[src/rtl/hreq_pkg.sv]
// Shared types and constants for the host request sequence guard.
package hreq_pkg;
    typedef enum logic [1:0] {
        SQ_IDLE  = 2'd0,
        SQ_BURST = 2'd1,
        SQ_FLUSH = 2'd2
    } seq_state_t;

    typedef enum logic [2:0] {
        RC_SPARE = 3'd0,
        RC_CTL   = 3'd1,
        RC_ADDR  = 3'd2,
        RC_DATA  = 3'd3,
        RC_LAST  = 3'd4
    } req_class_t;

    localparam int unsigned TAG_W       = 3;
    localparam int unsigned RSP_TAG_W   = 4;
    localparam logic [3:0]  RSP_STATUS  = 4'h3;
    localparam int unsigned BIT_ILLEGAL = 16;
    localparam int unsigned BIT_FLUSH   = 19;
    localparam int unsigned MIN_DATA_W  = 21;
endpackage

[src/rtl/hreq_classify.sv]
// Decodes a request tag into its class and splits out the control fields.
// Assumes DATA_W >= 21 so that all control fields exist in the data word.
module hreq_classify
    import hreq_pkg::*;
#(
    parameter int unsigned DATA_W = 32
) (
    input  logic [TAG_W-1:0]  tag,
    input  logic [DATA_W-1:0] data,
    output req_class_t        cls,
    output logic              is_read,
    output logic              fence,
    output logic              cfg_wr,
    output logic              cfg_rd,
    output logic [7:0]        cfg_addr,
    output logic [7:0]        cfg_byte,
    output logic [2:0]        cfg_func
);
    localparam int unsigned SPARE_HI = DATA_W - 1;

    logic unused_hi;
    assign unused_hi = &{1'b0, data[SPARE_HI:MIN_DATA_W]};

    // Map the tag to a request class.
    always_comb begin
        unique case (tag)
            3'd0:       cls = RC_SPARE;
            3'd1:       cls = RC_CTL;
            3'd2, 3'd3: cls = RC_ADDR;
            3'd4, 3'd5: cls = RC_DATA;
            default:    cls = RC_LAST;
        endcase
    end

    // Command bit 0 clear marks a read address.
    assign is_read  = ~data[0];
    assign cfg_wr   = data[16];
    assign cfg_rd   = data[17];
    assign fence    = ~(data[16] | data[17]);
    assign cfg_addr = data[7:0];
    assign cfg_byte = data[15:8];
    assign cfg_func = data[20:18];
endmodule

[src/rtl/hreq_seq_fsm.sv]
// Framing state (idle / burst open / flushing) and the outstanding-read flag.
// Assumes acc is one only when a request is actually consumed.
module hreq_seq_fsm
    import hreq_pkg::*;
(
    input  logic       clk,
    input  logic       rst_n,
    input  logic       acc,
    input  req_class_t cls,
    input  logic       is_read,
    input  logic       abort,
    input  logic       rd_done,
    output seq_state_t st,
    output logic       rd_busy
);
    seq_state_t st_nx;

    // Next framing state from the consumed request and the abort line.
    always_comb begin
        st_nx = st;
        unique case (st)
            SQ_IDLE:  if (acc && cls == RC_ADDR) st_nx = SQ_BURST;
            SQ_BURST: begin
                if (acc && cls == RC_LAST) st_nx = SQ_IDLE;
                else if (abort)            st_nx = SQ_FLUSH;
            end
            SQ_FLUSH: if (acc && cls == RC_LAST) st_nx = SQ_IDLE;
            default:  st_nx = SQ_IDLE;
        endcase
    end

    // Register the framing state.
    always_ff @(posedge clk) begin
        if (!rst_n) st <= SQ_IDLE;
        else        st <= st_nx;
    end

    // Track one outstanding read: set on a consumed read address, clear on done.
    always_ff @(posedge clk) begin
        if (!rst_n)
            rd_busy <= 1'b0;
        else if (st == SQ_IDLE && acc && cls == RC_ADDR && is_read)
            rd_busy <= 1'b1;
        else if (rd_done)
            rd_busy <= 1'b0;
    end
endmodule

[src/rtl/hreq_route.sv]
// Chooses the outlet for the current request and builds status responses.
// Purely combinational; assumes the state inputs are registered upstream.
module hreq_route
    import hreq_pkg::*;
#(
    parameter int unsigned DATA_W = 32
) (
    input  logic              req_valid,
    input  logic [TAG_W-1:0]  req_tag,
    input  req_class_t        cls,
    input  logic              is_read,
    input  seq_state_t        st,
    input  logic              rd_busy,
    input  logic              fwd_ready,
    input  logic              ctl_ready,
    input  logic              rsp_ready,
    output logic              req_ready,
    output logic              fwd_valid,
    output logic              ctl_valid,
    output logic              rsp_valid,
    output logic [DATA_W-1:0] rsp_data
);
    // Route by class and framing state.
    always_comb begin
        req_ready = 1'b0;
        fwd_valid = 1'b0;
        ctl_valid = 1'b0;
        rsp_valid = 1'b0;
        rsp_data  = '0;
        rsp_data[TAG_W-1:0] = req_tag;
        unique case (cls)
            RC_SPARE: req_ready = 1'b1;
            RC_CTL: begin
                ctl_valid = req_valid;
                req_ready = ctl_ready;
            end
            RC_ADDR: begin
                if (st == SQ_IDLE) begin
                    if (!(is_read && rd_busy)) begin
                        fwd_valid = req_valid;
                        req_ready = fwd_ready;
                    end
                end else begin
                    rsp_valid = req_valid;
                    rsp_data[BIT_ILLEGAL] = 1'b1;
                    req_ready = rsp_ready;
                end
            end
            default: begin
                unique case (st)
                    SQ_BURST: begin
                        fwd_valid = req_valid;
                        req_ready = fwd_ready;
                    end
                    SQ_FLUSH: begin
                        rsp_valid = req_valid;
                        rsp_data[BIT_FLUSH] = 1'b1;
                        req_ready = rsp_ready;
                    end
                    default: begin
                        rsp_valid = req_valid;
                        rsp_data[BIT_ILLEGAL] = 1'b1;
                        req_ready = rsp_ready;
                    end
                endcase
            end
        endcase
    end
endmodule

[src/rtl/hreq_seq_guard.sv]
// Host request sequence guard: checks address/data/closing framing, routes
// control requests apart from transfers, flushes aborted bursts.
// Assumes abort and rd_done are single-cycle pulses synchronous to clk.
module hreq_seq_guard
    import hreq_pkg::*;
#(
    parameter int unsigned DATA_W = 32
) (
    input  logic                 clk,
    input  logic                 rst_n,
    input  logic                 req_valid,
    output logic                 req_ready,
    input  logic [2:0]           req_tag,
    input  logic [DATA_W-1:0]    req_data,
    input  logic                 xfer_abort,
    input  logic                 rd_done,
    output logic                 fwd_valid,
    input  logic                 fwd_ready,
    output logic [2:0]           fwd_tag,
    output logic [DATA_W-1:0]    fwd_data,
    output logic                 ctl_valid,
    input  logic                 ctl_ready,
    output logic                 ctl_fence,
    output logic                 ctl_cfg_wr,
    output logic                 ctl_cfg_rd,
    output logic [7:0]           ctl_cfg_addr,
    output logic [7:0]           ctl_cfg_byte,
    output logic [2:0]           ctl_cfg_func,
    output logic                 rsp_valid,
    input  logic                 rsp_ready,
    output logic [3:0]           rsp_tag,
    output logic [DATA_W-1:0]    rsp_data
);
    req_class_t cls;
    logic       is_read;
    seq_state_t st;
    logic       rd_busy;
    logic       acc;

    hreq_classify #(.DATA_W(DATA_W)) u_cls (
        .tag      (req_tag),
        .data     (req_data),
        .cls      (cls),
        .is_read  (is_read),
        .fence    (ctl_fence),
        .cfg_wr   (ctl_cfg_wr),
        .cfg_rd   (ctl_cfg_rd),
        .cfg_addr (ctl_cfg_addr),
        .cfg_byte (ctl_cfg_byte),
        .cfg_func (ctl_cfg_func)
    );

    hreq_route #(.DATA_W(DATA_W)) u_route (
        .req_valid (req_valid),
        .req_tag   (req_tag),
        .cls       (cls),
        .is_read   (is_read),
        .st        (st),
        .rd_busy   (rd_busy),
        .fwd_ready (fwd_ready),
        .ctl_ready (ctl_ready),
        .rsp_ready (rsp_ready),
        .req_ready (req_ready),
        .fwd_valid (fwd_valid),
        .ctl_valid (ctl_valid),
        .rsp_valid (rsp_valid),
        .rsp_data  (rsp_data)
    );

    // A request is consumed when it is offered and its outlet is ready.
    assign acc = req_valid & req_ready;

    hreq_seq_fsm u_fsm (
        .clk     (clk),
        .rst_n   (rst_n),
        .acc     (acc),
        .cls     (cls),
        .is_read (is_read),
        .abort   (xfer_abort),
        .rd_done (rd_done),
        .st      (st),
        .rd_busy (rd_busy)
    );

    assign fwd_tag  = req_tag;
    assign fwd_data = req_data;
    assign rsp_tag  = RSP_STATUS;
endmodule

[config.mk]
export PLATFORM = sky130hd
export DESIGN_NAME = hreq_seq_guard
export DESIGN_NICKNAME = d
export VERILOG_FILES = /design/src/rtl/hreq_pkg.sv /design/src/rtl/hreq_classify.sv /design/src/rtl/hreq_seq_fsm.sv /design/src/rtl/hreq_route.sv /design/src/rtl/hreq_seq_guard.sv
export SDC_FILE = /design/constraint.sdc
export NUM_CORES = 1
export LEC_CHECK = 0
export BUFFER_PORTS_ARGS = -buffer_cell sky130_fd_sc_hd__buf_2
export CELL_PAD_IN_SITES_DETAIL_PLACEMENT = 1
export CELL_PAD_IN_SITES_GLOBAL_PLACEMENT = 2
export CORE_ASPECT_RATIO = 0.75
export CORE_MARGIN = 5
export CORE_UTILIZATION = 15
export CTS_BUF_LIST = sky130_fd_sc_hd__clkbuf_8
export CTS_CLUSTER_SIZE = 30
export DETAILED_ROUTE_END_ITERATION = 16
export PLACE_DENSITY_LB_ADDON = 0.15
export SKIP_LAST_GASP = 1
export SLEW_MARGIN = 20
export SYNTH_ARGS = -nofsm -noshare
export SYNTH_HDL_FRONTEND = slang
export SYNTH_SLANG_ARGS = --single-unit
[constraint.sdc]
create_clock -name clk -period 2.4 [get_ports clk]
set_input_delay 0.36 -clock clk [delete_from_list [all_inputs] [get_ports clk]]
set_output_delay 0.36 -clock clk [all_outputs]
set_load 0.05 [all_outputs]
======== Word-level counts from Yosys, hierarchy flattened ========
Cells that the tools add are included.
word-level totals
  register bits ........................... 3
  memory bits (writable) .................. 0
  memory bits (read-only) ................. 0
  output and inout port bits .............. 97
  memories kept ........................... 0
  latch bits .............................. 0
  word-level logic and storage cells ...... 60
operators by class
  $add $sub $neg .......................... 0
  reductions and logical operators ........ 16
  divide/modulo/power cells ............... 0
  $lt $le $gt $ge ......................... 0
  multipliers ............................. 0
  bitwise logic cells ..................... 4
  multiplexer cells ....................... 25
  eq/ne operators ......................... 13
  shift-type cells ........................ 0
operators with widths
  cell                count
  $mux 1              15
  $pmux 3 s4          1
  $eq 3x2->1 const B  3
  $eq 3x3->1 const B  3
  $mux 2              4
  $reduce_or 2->1     4
  $eq 3x1->1 const B  2
  $logic_and 1x1->1   6
  $logic_not 3->1     2
  $pmux 1 s2          3
  $pmux 2 s3          1
  $ne 2x1->1 const B  2
  $ne 3x2->1 const B  1
  $pmux 1 s3          1
  $reduce_and 3->1    1
  $reduce_or 3->1     1
  $eq 2x1->1 const B  1
  $eq 2x2->1 const B  1
  $logic_not 2->1     1
  $not 1->1           2
  $reduce_bool 2->1   1
  $and 1x1->1         1
  $or 1x1->1          1

======== Longest topological paths before layout ========
Gate-level depths: netlist (run 1).
  depth after elaboration ................. 10
  depth in mapped cells ................... 6

======== Hierarchy ========
Synthesis (run 1) repeated with hierarchy kept, for this count alone.
unflattened totals
  cells, all modules ...................... 144
  area, all modules ....................... 1066.0 um^2
by module, submodules not included
  module          instances  sequential area each (um^2)  cells each  area each (um^2)
  hreq_route      1          0.0                          61          421.7
  hreq_seq_guard  1          0.0                          42          306.5
  hreq_classify   1          0.0                          26          191.4
  hreq_seq_fsm    1          60.1                         15          146.4

======== Worst setup path after synthesis (run 1) ========
No wires, ideal clock.
  path kind ............................... input -> output
  from .................................... input port req_valid
  to ...................................... output port ctl_valid
  arrival time ............................ 1.893 ns
  data required time ...................... 2.040 ns
  cell stages on the path ................. 1
  slack ................................... 0.147 ns
  path through ............................ nor4bb_1
between the ends
  longest elaborated chain between the ends .. 1
RTL lines
  item         RTL line              source
  from (decl)  hreq_seq_guard.sv:11  input logic req_valid,
  $mux 1       hreq_route.sv:31      unique case (cls)
  to (decl)    hreq_seq_guard.sv:21  output logic ctl_valid,
No other way between the ends.

======== Final worst setup path (run 1) ========
  from .................................... register u_fsm.st[1]
  to ...................................... output port req_ready
between the ends
  longest elaborated chain between the ends .. 3
  elaborated cells between the ends (all ways) .. 5
  classes of those cells .................. 1 x eq/ne; 3 x mux; 1 x reduce/logical
RTL lines
  item                                                  RTL line                            source
  from (decl)                                           hreq_seq_fsm.sv:13                  output seq_state_t st,
  from (signal assigned)                                hreq_seq_fsm.sv:35                  else st <= st_nx;
  $eq 2x1->1 / $logic_not 2->1 (equally long branches)  hreq_route.sv:50, hreq_route.sv:38
  $mux 1 (on tied branches)                             hreq_route.sv:50, hreq_route.sv:38
  $pmux 1 s3 *                                          hreq_route.sv:31
  to (decl)                                             hreq_seq_guard.sv:12                output logic req_ready,
Mark *: on every way between the ends. The rest lies on a longest branch, timed or not.

==> flow_summary.json, run 1 <==
{
  "status": "completed",
  "synth_top_cell_by_area": "buf_4",
  "track_usage_pct": 4.40,
  "gp_congestion": 0.748,
  "placed_cells": 192,
  "powerDensity_mw_per_mm2": 542,
  "cts.htree.levels": 1,
  "internal_power_uw": 192,
  "ys_seq_area_share_pct": 5.79,
  "finalSetupViolCount": 0,
  "yosysWarnings": 0,
  "dr.pass1.iters": 2,
  "cp_cell_sequence": "inv_1 > ha_1 > nor2b_1 > a31oi_1 > a211oi_1 > a21o_2 > buf_2",
  "critPathKind": "flip-flop to output port",
  "arrival_ps": 1760,
  "p_leak_uw": 0.000405,
  "multi_input_area_sq_um": 388,
  "die_y_um": 82.0,
  "root_buffer": "clkbuf_8",
  "cts_tree": "yes",
  "grt_pass1_wl_um": 2950,
  "clock_latency_ps": 220,
  "cp.required_ps": 2040,
  "core_area_sq_mm": 0.00677,
  "start_util_pct": 15.3,
  "preCtsSetupSlack_ps": 500,
  "io_buffers": 32,
  "fin_crit_sh_pct": 88.5,
  "synth.distinct_cells": 28,
  "cpMaxStageDelayCell": "dfxtp_1",
  "num_vias": 615,
  "setup_tns_ps": 0,
  "num_io_pins": 140,
  "antenna-diode-count": 0,
  "postCtsSetupRepairBufs": 0,
  "clkPwrFrac_pct": 33.8,
  "cts_resized": 0,
  "drive_gt1_share_pct": 34.8,
  "initialDrtViolationCount": 13,
  "wire_per_inst_um": 10.6,
  "netSwitchingPower_uw": 231,
  "worst_slack_ps": 277,
  "ant_nets": 0,
  "final_nets": 159,
  "switching_share_pct": 54.6,
  "grt-ovfl-total": 0,
  "layout.cells.non_filler": 196,
  "die_x_um": 106,
  "grt_pass1_vias": 617,
  "syn_inst": 137,
  "row_count": 26,
  "hold_viol": 0,
  "synth_area_sq_mm": 0.00104,
  "drv_slew": 0,
  "peakVddDrop_v": 0.0000878,
  "clockBufferDepth": 2,
  "holdWs_ps": 403,
  "grt_max_degree": 11,
  "drv_cap": 0,
  "wirelength_um": 2080,
  "crit_path_max_incr_delay_ps": 370,
  "p_seq_share_pct": 12.2,
  "die_area_sq_mm": 0.00870,
  "finalClockSkew_ps": 1.67,
  "combPwrFrac_pct": 53.9,
  "area_growth_pct": -24.7,
  "numCtsBuffers": 3,
  "seqCellArea_sq_um": 60.1,
  "drcViolationCount": 0,
  "avgSynthCellArea_sq_um": 7.57,
  "antenna_found_initial": 0,
  "dp_hpwl_um": 1840,
  "ys_ff_latch": 3,
  "cts-hold-fix-buffers": 0,
  "nFillCells": 818,
  "cp_max_fo": 6,
  "hold_path.class": "input port to flip-flop",
  "fin_util_pct": 11.5,
  "end_kind": "output port",
  "clk_pin_slew_ps": 30,
  "cp-start-kind": "flip-flop",
  "min_period_ps": 2120,
  "synth.top_cell.area_share_pct": 65.1,
  "clock_sinks": 3,
  "fmax_mhz": 471,
  "rsz0062_at_grt": "no",
  "synth_area_leaders": "buf_4, dfxtp_1, ha_1",
  "routed_via_density": 3.14
}
[cells by family after synthesis]
logic type | synth area share [%]
adder cells (fa/ha/maj) | 3.62
other | 0.724
flip-flops | 5.79
AO/OA/AOI/OAI | 8.69
multiplexers | 1.45
buffers and inverters | 67.3
AND/OR/NAND/NOR | 12.4
[synthesized netlist by cell type]
library cell and count:
and3b_1 1, mux2_4 1, and2_1 2, a211oi_1 1, a31oi_1 2, o32ai_1 1, buf_4 90, a21o_2 1
nand3_1 4, o2111ai_1 1, nand4_2 1, ha_1 3, o21bai_1 1, o21ai_0 2, and3_1 2, dfxtp_1 3
nor4b_1 1, and2b_2 1, conb_1 2, o221a_1 1, nand2b_1 1, nor2_1 3, nor4bb_1 1, inv_1 6
nor3b_1 1, nor2b_1 1, o21a_1 2, nand2_1 1
[layout make-up]
class	count	area share, %
multi-input combinational	67	49.7
tap	84	13.5
sequential	3	7.69
timing repair buffer	32	20.5
clock inverter	1	0.481
inverter	6	2.88
clock buffer	3	5.29
[power by group through the flow]
stage	combinational, uW	clock (uW)	sequential [uW]
finish	228	143	51.8
global route	239	159	51.9
CTS	229	149	51.9
detailed placement	229	0	52.5
global placement	229	0	52.5
floorplan	454	0	52.4
[cells in the final DEF (no fill, tap or decap), drive strengths merged, types with 3 or more instances in the layout]
master  Yosys  routed
inv         6       7
conb        2      31
dfxtp       3       3
clkbuf      0       3
ha          3       3
nor2        3       3
nand3       4       4
buf        90      32
[routing by layer]
layer / GRT usage, % / share of wire, % / up-vias
met5: 0 / 0 / -
met4: 4.01 / 3.2 / 0
met3: 1.34 / 9.5 / 16
met2: 7.25 / 47 / 47
met1: 4.61 / 40 / 283
li1: - / - / 269
[stage by stage]
stage / total power (uW) / instance area, sq um
finish: 423 / 781
global route: 450 / 781
CTS: 430 / 781
detailed placement: 281 / 736
global placement: 282 / 736
floorplan: 506 / 1150
[sequential cells by signal, summed over array words and instances (netlist names)]
signal	flops
u_fsm.rd_busy	1
u_fsm.st	2
[worst max-delay path, delay by kind of cell (launching register included)]
kind	cells	cell delay, ps
adders and majority gates	1	260
AOI/OAI and AO/OA	3	450
and+or+nand+nor	1	140
DFF	1	370
buffers and inverters	2	340
[worst paths after layout]
path | from | endpoint | slack [ps] | cells after the start
worst min register to register | u_fsm.st[1] | u_fsm.st[1] | 530 | 2
worst max-delay path | u_fsm.st[1] | req_ready | 280 | 7
worst min-delay path | rst_n | u_fsm.rd_busy | 400 | 2
worst max register to register | u_fsm.st[1] | u_fsm.st[0] | 810 | 6
(Power assumes the default switching activity.)
==> run 2: changes to the inputs <==
--- a/config.mk
+++ b/config.mk
@@ -9,8 +9,8 @@
 export CELL_PAD_IN_SITES_DETAIL_PLACEMENT = 1
 export CELL_PAD_IN_SITES_GLOBAL_PLACEMENT = 2
 export CORE_ASPECT_RATIO = 0.75
-export CORE_MARGIN = 5
-export CORE_UTILIZATION = 15
+export CORE_MARGIN = 10
+export CORE_UTILIZATION = 13
 export CTS_BUF_LIST = sky130_fd_sc_hd__clkbuf_8
 export CTS_CLUSTER_SIZE = 30
 export DETAILED_ROUTE_END_ITERATION = 16
==> constraint.sdc (replaced) <==
create_clock -name clk -period 2.05 [get_ports clk]
set_input_delay 0.3075 -clock clk [delete_from_list [all_inputs] [get_ports clk]]
set_output_delay 0.3075 -clock clk [all_outputs]
set_load 0.05 [all_outputs]
==> run 2 against run 1 <==
  * Clock skew is essentially flat
  * Via count is 3.3% lower
  * Worst hold slack got worse by 64 ps
  * Sequential power grew 18%
  * Design area up 5.6%
  * Critical path type unchanged
==> flow_summary.json, run 2 (same netlist as run 1, synthesis figures left out) <==
{
  "min_path_cells": 2,
  "layout_common_cells": "conb_1, buf_2, inv_1",
  "final_nets": 159,
  "dr.pass1.iters": 2,
  "num_vias": 595,
  "critPathKind": "flip-flop to output port",
  "p_leak_uw": 0.000407,
  "r2r_setup_slack_ps": 490,
  "hold_path.class": "input port to flip-flop",
  "largestRegisters": "u_fsm.st (2), u_fsm.rd_busy (1)",
  "num_io_pins": 140,
  "layout.cells.non_filler": 217,
  "start_util_pct": 13.3,
  "grt_pass1_vias": 657,
  "track_usage_pct": 3.87,
  "antenna-diode-count": 0,
  "nFillCells": 951,
  "cp.required_ps": 1740,
  "wire_per_inst_um": 11.5,
  "fin_util_pct": 10.6,
  "die_area_sq_mm": 0.0120,
  "postCtsSetupRepairBufs": 0,
  "numCtsBuffers": 3,
  "placed_cells": 213,
  "largest_register_ffs": 2,
  "clock_latency_ps": 220,
  "multi_input_area_sq_um": 397,
  "root_buffer": "clkbuf_8",
  "initialDrtViolationCount": 13,
  "preCtsSetupSlack_ps": 214,
  "fin_crit_sh_pct": 95.4,
  "dp_hpwl_um": 2230,
  "end_kind": "output port",
  "regMostFlops": "u_fsm.st",
  "finalSetupViolCount": 0,
  "row_count": 28,
  "clk_pin_slew_ps": 30,
  "die_y_um": 97.4,
  "io_buffers": 32,
  "r2r_end": "u_fsm.st[0]",
  "arrival_ps": 1650,
  "rsz0062_at_grt": "no",
  "fmax_mhz": 511,
  "final_common_cell": "conb_1",
  "worstHoldStart": "rst_n",
  "min_period_ps": 1960,
  "cts_tree": "yes",
  "die_x_um": 123,
  "grt_pass1_wl_um": 3550,
  "wirelength_um": 2500,
  "antenna_found_initial": 0,
  "clockBufferDepth": 2,
  "drive_gt1_share_pct": 37.5,
  "peakVddDrop_v": 0.000117,
  "grt-ovfl-total": 0,
  "worst_slack_ps": 94.3,
  "status": "completed",
  "seqCellArea_sq_um": 61.3,
  "r2r_cells": 6,
  "grt_max_degree": 11,
  "drv_cap": 0,
  "setup_tns_ps": 0,
  "area_growth_pct": -20.5,
  "routed_via_density": 2.74,
  "drv_slew": 0,
  "powerDensity_mw_per_mm2": 611,
  "r2r-start": "u_fsm.st[1]",
  "cp-start-kind": "flip-flop",
  "cts-hold-fix-buffers": 0,
  "core_area_sq_mm": 0.00781,
  "cts.htree.levels": 1,
  "gp_congestion": 0.621,
  "drcViolationCount": 0,
  "whs_endpoint": "u_fsm.rd_busy",
  "ant_nets": 0,
  "finalClockSkew_ps": 1.24,
  "clock_sinks": 3,
  "hold_viol": 0,
  "cp_max_fo": 6
}
run 2: area by class of cell:
| type | instances | share of cell area, % |
|---|---|---|
| Clock inverter | 1 | 0.455 |
| Tap cell | 105 | 15.9 |
| Clock buffer | 3 | 5.01 |
| Timing Repair Buffer | 32 | 20.3 |
| Inverter | 6 | 2.73 |
| Sequential cell | 3 | 7.44 |
| Multi-Input combinational cell | 67 | 48.1 |
run 2: report_power, final:
part	switching [uW]	total [uW]	internal, uW
Sequential	0.987	60.9	59.9
Clock	41.3	169	128
Combinational	233	274	40.7
run 2: critical path, stage by stage (launching register included):
cell	delay, ps
dfxtp_1	330
inv_1	100
ha_2	240
nor2b_1	60
a31oi_1	210
a211oi_1	110
a21o_2	200
buf_4	180
run 2: stage by stage:
step / cell area (sq um) / total power, uW / hold WS (ps)
finish: 825 / 504 / 339
CTS: 816 / 507 / 341
floorplan: 1150 / 593 / 429
global route: 825 / 534 / 342
detailed placement: 768 / 331 / 525
global placement: 768 / 332 / 510
run 2: metal layers:
| layer | vias up | wire length, um | global-route usage, % |
|---|---|---|---|
| met2 | 38 | 1240 | 6.70 |
| met3 | 13 | 320 | 1.74 |
| met5 | - | 0 | 0 |
| met4 | 0 | 63 | 3.22 |
| met1 | 274 | 882 | 3.32 |
| li1 | 270 | - | - |
run 2: worst max-delay path by stage:
stage           startpoint            to
2_1_floorplan  u_fsm.st[1]  rsp_data[16]
3_3_place_gp   u_fsm.st[1]     req_ready
3_5_place_dp   u_fsm.st[1]     req_ready
4_1_cts        u_fsm.st[1]     req_ready
5_1_grt        u_fsm.st[0]     req_ready
6_report       u_fsm.st[0]     req_ready
run 2: what timing repair did:
| action | 4_1_cts | 5_1_grt |
|---|---|---|
| gates cloned | 0 | 0 |
| resized for setup | 1 | 4 |
| endpoints found under the setup margin | 1 | 3 |
| pin swaps | 0 | 1 |
==> run 3: changes to the inputs <==
--- a/config.mk
+++ b/config.mk
@@ -5,12 +5,12 @@
 export SDC_FILE = /design/constraint.sdc
 export NUM_CORES = 1
 export LEC_CHECK = 0
+export ABC_AREA = 1
 export BUFFER_PORTS_ARGS = -buffer_cell sky130_fd_sc_hd__buf_2
 export CELL_PAD_IN_SITES_DETAIL_PLACEMENT = 1
 export CELL_PAD_IN_SITES_GLOBAL_PLACEMENT = 2
-export CORE_ASPECT_RATIO = 0.75
 export CORE_MARGIN = 10
-export CORE_UTILIZATION = 13
+export CORE_UTILIZATION = 14
 export CTS_BUF_LIST = sky130_fd_sc_hd__clkbuf_8
 export CTS_CLUSTER_SIZE = 30
 export DETAILED_ROUTE_END_ITERATION = 16
==> run 3 against run 2 <==
  * Sequential cell count unchanged
  * Largest cell class unchanged
  * Synthesized cell count up 10%
  * Design area up 1.7%
  * Clock skew about the same
  * Critical path type unchanged
  * Sequential power up 50%
  * Sequential share of layout area down 0.27 points
  * Largest power group unchanged
  * First-iteration DRC count down 85%
  * Critical path depth unchanged
  * Utilization up 0.88 points
  * Count of clock-buffer cells in the layout unchanged
==> flow_summary.json, run 3 <==
{
  "cp-start-kind": "flip-flop",
  "grt-ovfl-total": 0,
  "synth_xor_area_share_pct": 0,
  "syn_inst": 151,
  "finalClockSkew_ps": 1.66,
  "r2r_cells": 11,
  "dr.pass1.iters": 2,
  "cts_tree": "yes",
  "cp.required_ps": 1740,
  "worst_slack_ps": 142,
  "initialDrtViolationCount": 2,
  "crit_path_start": "u_fsm.st[1]",
  "r2r_end": "u_fsm.st[0]",
  "regMostFlops": "u_fsm.st",
  "synth_area_leaders": "buf_4, dfxtp_1, nand2_1",
  "worstHoldStart": "rst_n",
  "preCtsSetupSlack_ps": 266,
  "hold_viol": 0,
  "ys_async_sr_fraction_pct": 0,
  "start_util_pct": 14.6,
  "ys_ff_latch": 3,
  "synth_fa_ha_area_share_pct": 3.52,
  "clock_latency_ps": 220,
  "io_buffers": 32,
  "wire_per_inst_um": 11.4,
  "p_leak_uw": 0.000456,
  "whs_endpoint": "u_fsm.rd_busy",
  "numCtsBuffers": 3,
  "drv_cap": 0,
  "die_x_um": 107,
  "synth_top_cell_by_area": "buf_4",
  "synth.distinct_cells": 23,
  "ys.flop_type": "dfxtp_1",
  "finalSetupViolCount": 0,
  "area_growth_pct": -21.5,
  "synth_commonest_cells": "buf_4, nand2_1, inv_1",
  "grt_max_degree": 9,
  "cpMaxStageDelayCell": "dfxtp_1",
  "drive_gt1_share_pct": 38.1,
  "drv_slew": 0,
  "arrival_ps": 1600,
  "crit_path_max_incr_delay_ps": 310,
  "final_nets": 173,
  "num_vias": 636,
  "gp_congestion": 0.655,
  "peakVddDrop_v": 0.000133,
  "synth_area_sq_mm": 0.00107,
  "clockBufferDepth": 2,
  "antenna-diode-count": 0,
  "cp_max_fo": 4,
  "synth.top_cell.area_share_pct": 63.3,
  "die_y_um": 107,
  "synth.most_common_cell": "buf_4",
  "largestRegisters": "u_fsm.st (2), u_fsm.rd_busy (1)",
  "die_area_sq_mm": 0.0115,
  "cp_cell_sequence": "inv_1 > ha_2 > inv_1 > a21oi_1 > o21ai_2 > and2_1 > buf_4",
  "fmax_mhz": 524,
  "cts.htree.levels": 1,
  "track_usage_pct": 4.21,
  "critPathKind": "flip-flop to output port",
  "end_kind": "output port",
  "p_total_uw": 925,
  "grt_pass1_wl_um": 3750,
  "yosysWarnings": 0,
  "largest_register_ffs": 2,
  "avgSynthCellArea_sq_um": 7.07,
  "min_path_cells": 2,
  "wirelength_um": 2560,
  "layout_common_cells": "conb_1, buf_2, nand2_1",
  "ys_seq_area_share_pct": 5.63,
  "powerDensity_mw_per_mm2": 1100,
  "min_period_ps": 1910,
  "r2r_setup_slack_ps": 420,
  "core_area_sq_mm": 0.00733,
  "synth_top_family_by_area": "buffers and inverters",
  "clock_sinks": 3,
  "ant_nets": 0,
  "postCtsSetupRepairBufs": 0,
  "drcViolationCount": 0,
  "muxShareOfSynthArea_pct": 0,
  "row_count": 31,
  "dp_hpwl_um": 2300,
  "r2r-start": "u_fsm.st[1]",
  "root_buffer": "clkbuf_8",
  "routed_via_density": 2.83,
  "synth_compound_area_share_pct": 4.57,
  "cp_common_cell": "inv_1",
  "antenna_found_initial": 0,
  "setup_tns_ps": 0,
  "grt_pass1_vias": 752,
  "clk_pin_slew_ps": 30,
  "num_io_pins": 140,
  "synthSimpleGateAreaFrac_pct": 16.4,
  "hold_path.class": "input port to flip-flop",
  "fin_crit_sh_pct": 93.1,
  "rsz0062_at_grt": "no",
  "status": "completed",
  "synth-edff-count": 0,
  "holdWs_ps": 331
}
run 3: cell types whose count changed after synthesis, sizes merged, moves of 2 or more:
cell   before  now
nor2        3    9
inv         6   10
nand2       1   14
a21oi       0    4
and3        2    0
a31oi       2    0
run 3: stage by stage:
stage                     utilization [%]  instance area, sq um  instances
after global routing                 11.4                   838        225
final                                11.4                   838        225
after CTS                            11.3                   830        225
after global placement               10.7                   785        221
after detailed placement             10.7                   785        221
after floorplan                         -                  1180        180
run 3: worst max-delay path: cells and delay by family, from the launching register on:
| kind | cells | cell delay (ps) |
|---|---|---|
| AO/OA/AOI/OAI | 2 | 280 |
| AND/OR/NAND/NOR | 1 | 170 |
| flip-flops | 1 | 310 |
| adder cells (fa/ha/maj) | 1 | 220 |
| buffers and inverters | 3 | 380 |
run 3: cell families after synthesis:
logic type / Yosys count
other: 2
AOI/OAI and AO/OA: 8
buffers and inverters: 102
and+or+nand+nor: 33
DFF: 3
adders and majority gates: 3
run 3: what timing repair did:
item	4_1_cts	5_1_grt
hold buffers	0	0
gates resized for setup	0	4
setup endpoints to repair	0	2
run 3: area by class of cell:
cell class | count | area [sq um]
multi-input combinational | 75 | 384
inverter | 12 | 62.6
tap | 99 | 124
clock buffer | 3 | 41.3
clock inverter | 1 | 3.75
timing repair buffer | 32 | 163
sequential | 3 | 60.1
fill | 911 | 6490
run 3: where the power goes:
group / internal (uW) / switching [uW] / leakage (uW)
sequential: 79.0 / 12.2 / 0.0000246
combinational: 152 / 507 / 0.000404
clock: 128 / 45.7 / 0.0000269
total: 359 / 565 / 0.000456
run 3: metal layers:
metal	global-route usage [%]	up-vias	routed length, um
li1	-	290	-
met1	3.17	275	805
met2	7.72	59	1370
met3	2.57	12	318
met4	2.90	0	68
met5	0	-	0
run 3: how the worst max path moves through the flow:
stage / to / slack (ps) / cells after the start
6_report: req_ready / 140 / 7
5_1_grt: req_ready / 20 / 8
4_1_cts: req_ready / 20 / 8
3_5_place_dp: req_ready / 270 / 8
3_3_place_gp: req_ready / 320 / 7
2_1_floorplan: rsp_valid / 200 / 5
